==> config.mk <==
export PLATFORM = sky130hd
export DESIGN_NAME = gpio_port_ctrl
export DESIGN_NICKNAME = d
export VERILOG_FILES = /design/src/rtl/gpio_pkg.sv /design/src/rtl/gpio_sync.sv /design/src/rtl/gpio_bank.sv /design/src/rtl/gpio_port_ctrl.sv
export SDC_FILE = /design/constraint.sdc
export NUM_CORES = 1
export LEC_CHECK = 0
export ABC_AREA = 1
export BUFFER_PORTS_ARGS = -buffer_cell sky130_fd_sc_hd__buf_2
export CAP_MARGIN = 30
export CORE_MARGIN = 2
export CORE_UTILIZATION = 62
export CTS_CLUSTER_DIAMETER = 120
export DETAILED_ROUTE_END_ITERATION = 12
export GPL_ROUTABILITY_DRIVEN = 0
export PLACE_DENSITY = 0.83
export SLEW_MARGIN = 20
export SYNTH_ARGS = -nofsm -noshare
export SYNTH_HDL_FRONTEND = slang
export SYNTH_SLANG_ARGS = --single-unit
==> constraint.sdc <==
create_clock -name clk -period 2.7 [get_ports clk]
set_input_delay 0.135 -clock clk [delete_from_list [all_inputs] [get_ports clk]]
set_output_delay 0.135 -clock clk [all_outputs]
set_load 0.02 [all_outputs]
==> src/rtl/gpio_pkg.sv <==
package gpio_pkg;

   // register selector, low three address bits
   typedef enum logic [2:0] {
      REG_OUT  = 3'd0,
      REG_SET  = 3'd1,
      REG_CLR  = 3'd2,
      REG_TGL  = 3'd3,
      REG_DIR  = 3'd4,
      REG_DSET = 3'd5,
      REG_DCLR = 3'd6,
      REG_PIN  = 3'd7
   } gpio_reg_e;

   localparam int unsigned SEL_W = 3;

endpackage

==> src/rtl/gpio_sync.sv <==
module gpio_sync #(
   parameter int unsigned W      = 64,
   parameter int unsigned STAGES = 2
) (
   input  logic         clk,
   input  logic         rst_n,
   input  logic [W-1:0] d,
   output logic [W-1:0] q
);

   logic [W-1:0] chain [STAGES];

   always_ff @(posedge clk or negedge rst_n) begin
      if (!rst_n) begin
         for (int i = 0; i < int'(STAGES); i++) chain[i] <= '0;
      end else begin
         chain[0] <= d;
         for (int i = 1; i < int'(STAGES); i++) chain[i] <= chain[i-1];
      end
   end

   assign q = chain[STAGES-1];

   // cycles since reset, saturating; gates the delay check
   logic [1:0] since_rst;
   always_ff @(posedge clk or negedge rst_n) begin
      if (!rst_n)                since_rst <= '0;
      else if (since_rst != 2'd2) since_rst <= since_rst + 2'd1;
   end

   generate
      if (STAGES == 2) begin : g_two_stage_chk
         p_sync_r7: assert property (@(posedge clk) disable iff (!rst_n)
            (since_rst == 2'd2) |-> (q == $past(d, 2)));
      end
   endgenerate

endmodule

==> src/rtl/gpio_bank.sv <==
module gpio_bank
   import gpio_pkg::*;
#(
   parameter int unsigned PINS = 32
) (
   input  logic            clk,
   input  logic            rst_n,
   input  logic            wr,
   input  gpio_reg_e       sel,
   input  logic [PINS-1:0] wdata,
   output logic [PINS-1:0] out_q,
   output logic [PINS-1:0] dir_q
);

   logic [PINS-1:0] out_nxt;
   logic [PINS-1:0] dir_nxt;

   // one selector per cycle: each location drives exactly one update path
   always_comb begin
      out_nxt = out_q;
      dir_nxt = dir_q;
      if (wr) begin
         case (sel)
            REG_OUT:  out_nxt = wdata;
            REG_SET:  out_nxt = out_q | wdata;
            REG_CLR:  out_nxt = out_q & ~wdata;
            REG_TGL:  out_nxt = out_q ^ wdata;
            REG_DIR:  dir_nxt = wdata;
            REG_DSET: dir_nxt = dir_q | wdata;
            REG_DCLR: dir_nxt = dir_q & ~wdata;
            default:  ;
         endcase
      end
   end

   always_ff @(posedge clk or negedge rst_n) begin
      if (!rst_n) begin
         out_q <= '0;
         dir_q <= '0;
      end else begin
         out_q <= out_nxt;
         dir_q <= dir_nxt;
      end
   end

   p_set_r3: assert property (@(posedge clk) disable iff (!rst_n)
      (wr && sel == REG_SET) |=>
         ((out_q & $past(wdata)) == $past(wdata)) &&
         ((out_q & ~$past(wdata)) == ($past(out_q) & ~$past(wdata))));

   p_clr_r4: assert property (@(posedge clk) disable iff (!rst_n)
      (wr && sel == REG_CLR) |=>
         ((out_q & $past(wdata)) == '0) &&
         ((out_q & ~$past(wdata)) == ($past(out_q) & ~$past(wdata))));

   p_tgl_r5: assert property (@(posedge clk) disable iff (!rst_n)
      (wr && sel == REG_TGL) |=> (out_q == ($past(out_q) ^ $past(wdata))));

   p_dset_r6: assert property (@(posedge clk) disable iff (!rst_n)
      (wr && sel == REG_DSET) |=>
         ((dir_q & $past(wdata)) == $past(wdata)) && $stable(out_q));

   p_dclr_r6: assert property (@(posedge clk) disable iff (!rst_n)
      (wr && sel == REG_DCLR) |=>
         ((dir_q & $past(wdata)) == '0) && $stable(out_q));

   p_hold_r11: assert property (@(posedge clk) disable iff (!rst_n)
      !wr |=> $stable(out_q) && $stable(dir_q));

   p_pinwr_r8: assert property (@(posedge clk) disable iff (!rst_n)
      (wr && sel == REG_PIN) |=> $stable(out_q) && $stable(dir_q));

endmodule

==> src/rtl/gpio_port_ctrl.sv <==
module gpio_port_ctrl
   import gpio_pkg::*;
#(
   parameter int unsigned NUM_BANKS   = 2,
   parameter int unsigned PINS        = 32,
   parameter int unsigned SYNC_STAGES = 2,
   localparam int unsigned BANK_W     = (NUM_BANKS > 1) ? $clog2(NUM_BANKS) : 1,
   localparam int unsigned ADDR_W     = SEL_W + BANK_W,
   localparam int unsigned PAD_W      = NUM_BANKS * PINS
) (
   input  logic              clk,
   input  logic              rst_n,
   input  logic [ADDR_W-1:0] bus_addr,
   input  logic              bus_we,
   input  logic [PINS-1:0]   bus_wdata,
   output logic [PINS-1:0]   bus_rdata,
   output logic [PAD_W-1:0]  pad_out,
   output logic [PAD_W-1:0]  pad_oe,
   input  logic [PAD_W-1:0]  pad_in
);

   generate
      if (NUM_BANKS < 1) begin : g_bad_banks
         $error("gpio_port_ctrl: NUM_BANKS must be at least 1");
      end
      if (PINS < 1 || PINS > 64) begin : g_bad_pins
         $error("gpio_port_ctrl: PINS must lie in 1..64");
      end
      if (SYNC_STAGES < 2) begin : g_bad_sync
         $error("gpio_port_ctrl: SYNC_STAGES must be at least 2");
      end
   endgenerate

   logic [BANK_W-1:0] bank_idx;
   gpio_reg_e         sel;
   logic [PAD_W-1:0]  pin_lvl;

   assign bank_idx = bus_addr[ADDR_W-1:SEL_W];
   assign sel      = gpio_reg_e'(bus_addr[SEL_W-1:0]);

   gpio_sync #(.W(PAD_W), .STAGES(SYNC_STAGES)) u_sync (
      .clk   (clk),
      .rst_n (rst_n),
      .d     (pad_in),
      .q     (pin_lvl)
   );

   logic [PINS-1:0] out_w [NUM_BANKS];
   logic [PINS-1:0] dir_w [NUM_BANKS];

   for (genvar b = 0; b < int'(NUM_BANKS); b++) begin : g_bank
      logic wr_b;
      assign wr_b = bus_we && (bank_idx == BANK_W'(b));

      gpio_bank #(.PINS(PINS)) u_bank (
         .clk   (clk),
         .rst_n (rst_n),
         .wr    (wr_b),
         .sel   (sel),
         .wdata (bus_wdata),
         .out_q (out_w[b]),
         .dir_q (dir_w[b])
      );

      assign pad_out[b*PINS +: PINS] = out_w[b];
      assign pad_oe [b*PINS +: PINS] = dir_w[b];

      p_bank_iso_r9: assert property (@(posedge clk) disable iff (!rst_n)
         (bus_we && bank_idx != BANK_W'(b)) |=>
            $stable(pad_out[b*PINS +: PINS]) && $stable(pad_oe[b*PINS +: PINS]));
   end

   // read path: state words and synchronized pad levels; write-only slots give 0
   always_comb begin
      bus_rdata = '0;
      for (int b = 0; b < int'(NUM_BANKS); b++) begin
         if (bank_idx == BANK_W'(b)) begin
            case (sel)
               REG_OUT: bus_rdata = out_w[b];
               REG_DIR: bus_rdata = dir_w[b];
               REG_PIN: bus_rdata = pin_lvl[b*PINS +: PINS];
               default: bus_rdata = '0;
            endcase
         end
      end
   end

endmodule

## After elaboration in Yosys (flattened, before gate mapping)

Index checks and enable logic that the tools add are counted.

| storage, ports and cells | value |
|---|---|
| bits of input ports | 103 |
| memories kept | 0 |
| bits in latches | 0 |
| output and inout bits | 160 |
| memory bits (writable) | 0 |
| logic and storage cells | 41 |
| memory bits (read-only) | 0 |
| flip-flop bits (word level) | 256 |

| operators by class | value |
|---|---|
| $mul | 0 |
| shifts and indexed selects | 0 |
| bitwise operators | 12 |
| div/mod/pow operators | 0 |
| equality and inequality tests | 7 |
| multiplexer cells | 7 |
| order comparisons | 0 |
| add/subtract/negate cells | 0 |
| reductions and logical operators | 9 |

Operators by type and width:

| operator | number |
|---|---|
| 32-bit one-hot mux with 3 select lines | 4 |
| 32-bit one-hot mux with 4 select lines | 2 |
| 32-bit AND | 4 |
| 32-bit bitwise OR | 4 |
| 32-bit XOR | 2 |
| 32-bit 2-to-1 mux | 1 |
| 32-bit NOT | 1 |
| 3-bit == test, second input constant | 4 |
| 2-bit AND reduction | 4 |
| 3-bit by 2-bit == test with 1-bit output, second input constant | 2 |
| 4-bit nonzero test | 1 |
| 3-bit by 1-bit == test with 1-bit output, second input constant | 1 |
| 3-bit zero test | 1 |
| 3-bit nonzero test | 1 |
| 1-bit logical AND | 2 |
| 1-bit NOT | 1 |

## Longest topological paths before layout

Gate-level depths: netlist of run 1.

| depth | value |
|---|---|
| depth in word-level cells | 3 |
| gate-level depth with buffers | 9 |
| depth with buffers taken out | 7 |

## By module

A second synthesis of run 1 with hierarchy kept.

| second synthesis, totals | value |
|---|---|
| cell total of the unflattened synthesis | 2,060 |
| area total of the unflattened synthesis | 15,533.6 sq um |

Modules (own cells, without submodules):

| module | times used | sequential area each (sq um) | area each (sq um) | cells an instance |
|---|---|---|---|---|
| gpio_bank | 2 | 1,601.5 | 4,898.4 | 727 |
| gpio_sync | 1 | 3,203.1 | 3,683.5 | 192 |
| gpio_port_ctrl | 1 | 0.0 | 2,053.2 | 414 |

## Worst setup path after synthesis of run 1

OpenSTA, ideal clock, no wires.

| timing | value |
|---|---|
| path kind | input to output |
| start point | input bus_addr[2] |
| end point | output bus_rdata[10] |
| arrival time | 1.255 ns |
| buffers on the path | 3 |
| stages | 8 |
| setup slack | 1.310 ns |
| data required time | 2.565 ns |
| path through | buf_4 > inv_2 > buf_2 > clkbuf_1 > nand3_1 > nand3_1 > nand2_1 > nand2_1 |

| between the ends | value |
|---|---|
| word-level cells in the longest chain between the ends | 3 |
| elaborated cells on any way between the ends | 6 |
| classes of those cells | eq/ne: 2; mux: 3; reduce/logical: 1 |

Ends and longest elaborated chain:

| element | RTL line | source |
|---|---|---|
| from (decl) | gpio_port_ctrl.sv:13 | `input logic [ADDR_W-1:0] bus_addr,` |
| 3-bit == test / 3-bit zero test (equally long branches) | gpio_port_ctrl.sv:78 | `case (sel)` |
| 32-bit one-hot mux with 3 select lines | gpio_port_ctrl.sv:78 |  |
| 32-bit 2-to-1 mux (*) | gpio_port_ctrl.sv:77 | `if (bank_idx == BANK_W'(b)) begin` |
| to (decl) | gpio_port_ctrl.sv:16 | `output logic [PINS-1:0] bus_rdata,` |

Mark *: on every way between the ends. The rest lies on a longest branch, timed or not.

## Final worst setup path of run 1

| timing | value |
|---|---|
| start point | input bus_addr[0] |
| end point | output bus_rdata[31] |

Same word-level chain as after synthesis.

==> reports/summary.txt, run 1 <==
Clock transition at path regs = 0.06 ns
Met3 Resource Use GR = 9.19%
Util after Layout = 76.9%
M2 GR Usage = 59.8%
Synth Area in Compound Gates = 0%
Largest family of logic cells by synthesized area = simple AND/OR/NAND/NOR gates
Top-count cell post-synth = nand2_1
Max Fclk = 492 MHz
Worst slew pin tran = 0.919 ns
Die Ht = 163 um
Unique masters post-synth = 14
Post-synthesis simple-gate area fraction = 39.4%
Yosys reg bits = 256
Final Setup Violations = 0
Crit Path Class = in2out
Mean area per synthesized cell = 7.05 um2
Post-Synthesis Cell Area = 15700 um2
TritonCTS clock tree = done
RSZ-0062 raised after global routing = no
Total nets after synthesis = 2461
Worst-Skew Late Latency = 0.55 ns
Post-cts resize count = 0
Final worst path period share = 75.2%
DRT Pass-1 Iters = 9
Min-delay worst type = in2reg
CTS sink cnt = 256
Crit end category = output port
I/O pin count = 263
Largest net degree at the start of global routing = 94
Async S/R FF share, synth = 100%
Clock skew = 0.00775 ns
CP required = 2.57 ns
Slew headroom = 38.7%
Leakage = 0.0104 uW
PwrDens = 635 nW/um2
1st-iter DRT viols = 1986
Via count = 16626
WP data arrival = 1.90 ns
Status = completed
CP endpoint = bus_rdata[31]
Sequential share of the synthesized area = 40.7%
Detail Placement HPWL = 31700 um
Xor and xnor fraction of the mapped netlist area = 0%
Die area = 26700 um2
Layout cells sized above 1 = 14.5%
Met1 GRT Util = 48.8%
Top Usage Layer GRT = met2
Area contributors post-synth = dfrtp_1 (41%), nand2_1 (17%), nand3_1 (14%), ha_1 (10%), inv_1 (6.2%)
Vias in the first global route = 15809
Max-Cap Viols = 0
Sum of negative setup slack = 0 ns
DIE WIDTH = 163 um
Synth top area share = 40.7%
Post-Synth Adder-Cell Area = 10.2%
Drt wl/cell = 17.9 um
R2R Setup Slk = 1.44 ns
Pre-CTS setup slack = 0.498 ns
Hold Fails Final Rpt = 0
Worst Hold Margin = 0.0191 ns
R2r startpoint = g_bank[0].u_bank.out_q[27]
# nets final = 2748
Clk buf depth = 3
Antenna violations before repair = 1
Main synth FF type = dfrtp_1
Tmin final = 2.03 ns
Critical path startpoint = bus_addr[0]
Final number of max-transition violations = 0
Layout area overhead = 22.4%
Floorplan Core Area = 25000 um2
Type of origin of the critical path = input pin
Total grt overflow = 0
Global Route Usage Sum = 38.3%
Initial Utilization = 62.8%
Multiplexer share of the synthesized area = 0%
Max VDD drop = 0.553 mV
Yosys warns = 0
Synth Instances = 2230
Synth top cells by count = nand2_1 (709), nand3_1 (446), inv_1 (259), dfrtp_1 (256), nor2_1 (227)
DRT Wirelength = 51400 um
Final ANT Viol Nets = 0
Synth area leader = dfrtp_1
Worst R2R Path Depth = 6
I/O Buffers = 262
Worst-path maximum fanout = 53
CTS root buf = clkbuf_16
Fillers = 1832
Worst R2R End = g_bank[0].u_bank.out_q[27]
Final worst slack = 0.669 ns
EDFF count, synth = 0
Residual DRC = 0
First-pass GRT wire length = 80600 um
Average vias per placed instance = 5.79
Total CTS buffers = 28
Row count = 58
CTS H-tree depth = 1
[cell families (layout without fill, tap and decap cells)]
family,after synthesis,count (layout)
other,0,2
buffers and inverters,393,702
flip-flops,256,256
AND/OR/NAND/NOR,1453,1453
adder cells (fa/ha/maj),128,128
[worst max-delay path, stage by stage]
cell and delay (ns):
buf_2 0.16, inv_2 0.32, nand2_1 0.24, nor2_4 0.15, buf_12 0.31, nand2_1 0.08, nand3_1 0.09, nand2_1 0.05
nand2_1 0.15, buf_2 0.19
[routing by layer]
metal	up-vias	routed length, um	part of all wire [%]
met2	1056	23000	45
met5	-	0	0
met4	0	2950	5.7
met1	7741	19400	38
li1	7582	-	-
met3	247	6020	12
[timing repair]
action	in CTS	in global routing
buffers inserted	0	0
hold buffers	86	0
hold endpoints to repair	174	0
[through the flow]
stage          std cells  instance area, um2  total power, uW
2_1_floorplan       2230               15700             6730
3_3_place_gp        2731               17400             7810
3_5_place_dp        2731               17400             7960
4_1_cts             2869               19200            12200
5_1_grt             2870               19200            12800
6_report            2871               19300            12200
[placed cells by master (no fill, tap or decap), drive strengths merged]
cell,count
clkbuf,35
nor2,232
clkinvlp,4
dfrtp,256
dlygate4sd3,86
nand3,446
nand2,709
ha,128
diode,2
buf,300
clkinv,8
nor3,2
nand4,64
bufinv,4
inv,265
[flip-flops by register name, summed over array words and instances (netlist names)]
register,cells
g_bank.u_bank.dir_q,64
u_sync.q,64
g_bank.u_bank.out_q,64
u_sync.chain,64
[area by class of cell]
cell class,count,area [um2],area share (%)
Multi-Input combinational cell,1581,7880,40.9
Sequential cell,256,6410,33.3
Timing Repair Buffer,386,2560,13.3
Inverter,264,993,5.16
Clock buffer,35,798,4.15
Tap cell,330,413,2.14
Clock inverter,17,203,1.05
Antenna cell,2,5.00,0.0260
[worst min path at each step]
stage                        from                         end  slack, ns  cells after the start
floorplan                   rst_n   g_bank[0].u_bank.dir_q[0]      -0.16                      0
global placement            rst_n   g_bank[1].u_bank.dir_q[3]       0.18                      1
detailed placement          rst_n            u_sync.chain[99]       0.18                      1
CTS                  bus_wdata[6]   g_bank[1].u_bank.out_q[6]      0.001                      5
global route         bus_wdata[6]   g_bank[1].u_bank.dir_q[6]       0.03                      5
finish              bus_wdata[19]  g_bank[1].u_bank.out_q[19]       0.02                      5
[power by group]
part           switching, uW  internal (uW)  total, uW
registers                564           4300       4870
clock network           1660           2480       4140
logic                   2130           1090       3220
Note: power is estimated with default switching activity, not from simulation.
==> run 2: changes to the inputs <==
Settings changed: CORE_UTILIZATION 62 to 58, PLACE_DENSITY 0.83 to 0.78.
Clock period 2.7 ns to 1.9 ns, I/O delays scaled along.
==> run 2 against run 1 <==
Against the previous run:
- sequential share of layout area down 0.59 points
- setup slack lost 0.54 ns
- clock skew decreased by 0.0022 ns
- critical path depth down 1
- final cell count is 1.1% higher
- first-iteration DRC count down 12%
- clock power grew 44%
- critical endpoint unchanged
- highest routed layer unchanged
==> reports/summary.txt, run 2 (synthesis results as in run 1) <==
I/O Buffers = 262
Worst-path maximum fanout = 64
Clk buf depth = 3
CP required = 1.80 ns
WP data arrival = 1.67 ns
Commonest non-fill, non-tap cell in the layout = nand2_1
Pre-CTS setup slack = 0.180 ns
Crit end category = output port
Die area = 28400 um2
Initial Utilization = 58.7%
Die Ht = 169 um
R2R Setup Slk = 0.57 ns
R2r startpoint = g_bank[0].u_bank.out_q[27]
Min-delay worst type = in2async
RSZ-0062 raised after global routing = no
DRT Wirelength = 50700 um
Crit Path Class = in2out
Post-Layout Cell Count = 2903
Clock transition at path regs = 0.06 ns
# nets final = 2771
Layout cells sized above 1 = 14.8%
Type of origin of the critical path = input pin
Most frequent cells in the layout = nand2_1 (708), nand3_1 (444), buf_2 (260), inv_1 (259), dfrtp_1 (256)
First-pass GRT wire length = 80700 um
Antenna violations before repair = 0
DRT Pass-1 Iters = 7
I/O pin count = 263
Critical path startpoint = bus_addr[1]
Final ANT Viol Nets = 0
CTS sink cnt = 256
Layout area overhead = 24.6%
Worst path max stage delay = 0.30 ns
Final worst slack = 0.132 ns
Slew headroom = 42.0%
Global Route Usage Sum = 35.3%
Residual DRC = 0
Row count = 60
Largest net degree at the start of global routing = 89
Worst slew pin tran = 0.869 ns
Max-Cap Viols = 0
Total grt overflow = 0
Floorplan Core Area = 26800 um2
Most frequent CP cell = nand2_1
Drt wl/cell = 17.5 um
Final worst path period share = 93.1%
Critical path's slowest cell = buf_12
Leakage = 0.0106 uW
DIE WIDTH = 169 um
Tot Pwr = 17500 uW
CP cell instances = buf_2 -> nand2_1 -> nor2_4 -> buf_12 -> nand2_1 -> nand3_1 -> nand2_1 -> nand2_1 -> buf_2
TritonCTS clock tree = done
Final Setup Violations = 0
Detail Placement HPWL = 32200 um
Via count = 16416
Hold Fails Final Rpt = 0
Worst-Skew Late Latency = 0.57 ns
Vias in the first global route = 15879
1st-iter DRT viols = 1757
Post-cts resize count = 0
Max VDD drop = 0.873 mV
PwrDens = 894 nW/um2
DP Cell Count = 2753
Tmin final = 1.77 ns
CTS H-tree depth = 1
Clock skew = 0.00556 ns
Total CTS buffers = 29
Status = completed
Final number of max-transition violations = 0
CTS root buf = clkbuf_16
Max Fclk = 565 MHz
Average vias per placed instance = 5.65
Fillers = 2045
# diodes = 0
Sum of negative setup slack = 0 ns
[run 2: worst max-delay path: cells and delay by family]
family / cells / cell delay (ns)
buffers and inverters: 3 / 0.70
AND/OR/NAND/NOR: 6 / 0.79
[run 2: timing repair]
item                                    CTS  global route
setup buffers                             0             0
endpoints found under the hold margin   445             0
endpoints found under the setup margin    0             0
hold buffers                             97             0
[run 2: stage by stage]
stage          cell area [um2]  hold WS [ns]  utilization, %
2_1_floorplan            15700        -0.201               -
3_3_place_gp             17600        0.0829            65.7
3_5_place_dp             17600        0.0848            65.7
4_1_cts                  19600        0.0963            73.1
5_1_grt                  19600         0.124            73.1
6_report                 19600        0.0852            73.1
[run 2: path summary, 6_finish.rpt]
| kind | endpoint | cells past startpoint |
|---|---|---|
| worst max-delay path | bus_rdata[31] | 9 |
| worst min-delay path | u_sync.q[33] | 2 |
| worst max register to register | g_bank[0].u_bank.out_q[27] | 6 |
| worst min register to register | u_sync.q[12] | 0 |
| max in group asynchronous | g_bank[1].u_bank.out_q[15] | 3 |
| min in group clk | u_sync.chain[109] | 2 |
[run 2: power by group]
group          switching, uW  internal [uW]
registers                837           6120
logic                   2990           1600
clock network           2370           3610
[run 2: metal layers]
layer	GRT usage, %	wire length [um]
met1	46.8	19700
met2	56.5	23200
met3	6.20	5270
met4	17.5	2540
met5	0	0
[run 2: area by class of cell]
| cell class | instances | area [um2] | area share, % |
|---|---|---|---|
| Timing Repair Buffer | 408 | 2880 | 14.7 |
| Multi-Input combinational cell | 1581 | 7880 | 40.2 |
| Tap cell | 341 | 427 | 2.18 |
| Clock buffer | 36 | 782 | 3.99 |
| Sequential cell | 256 | 6410 | 32.7 |
| Clock inverter | 17 | 235 | 1.20 |
| Inverter | 264 | 993 | 5.07 |
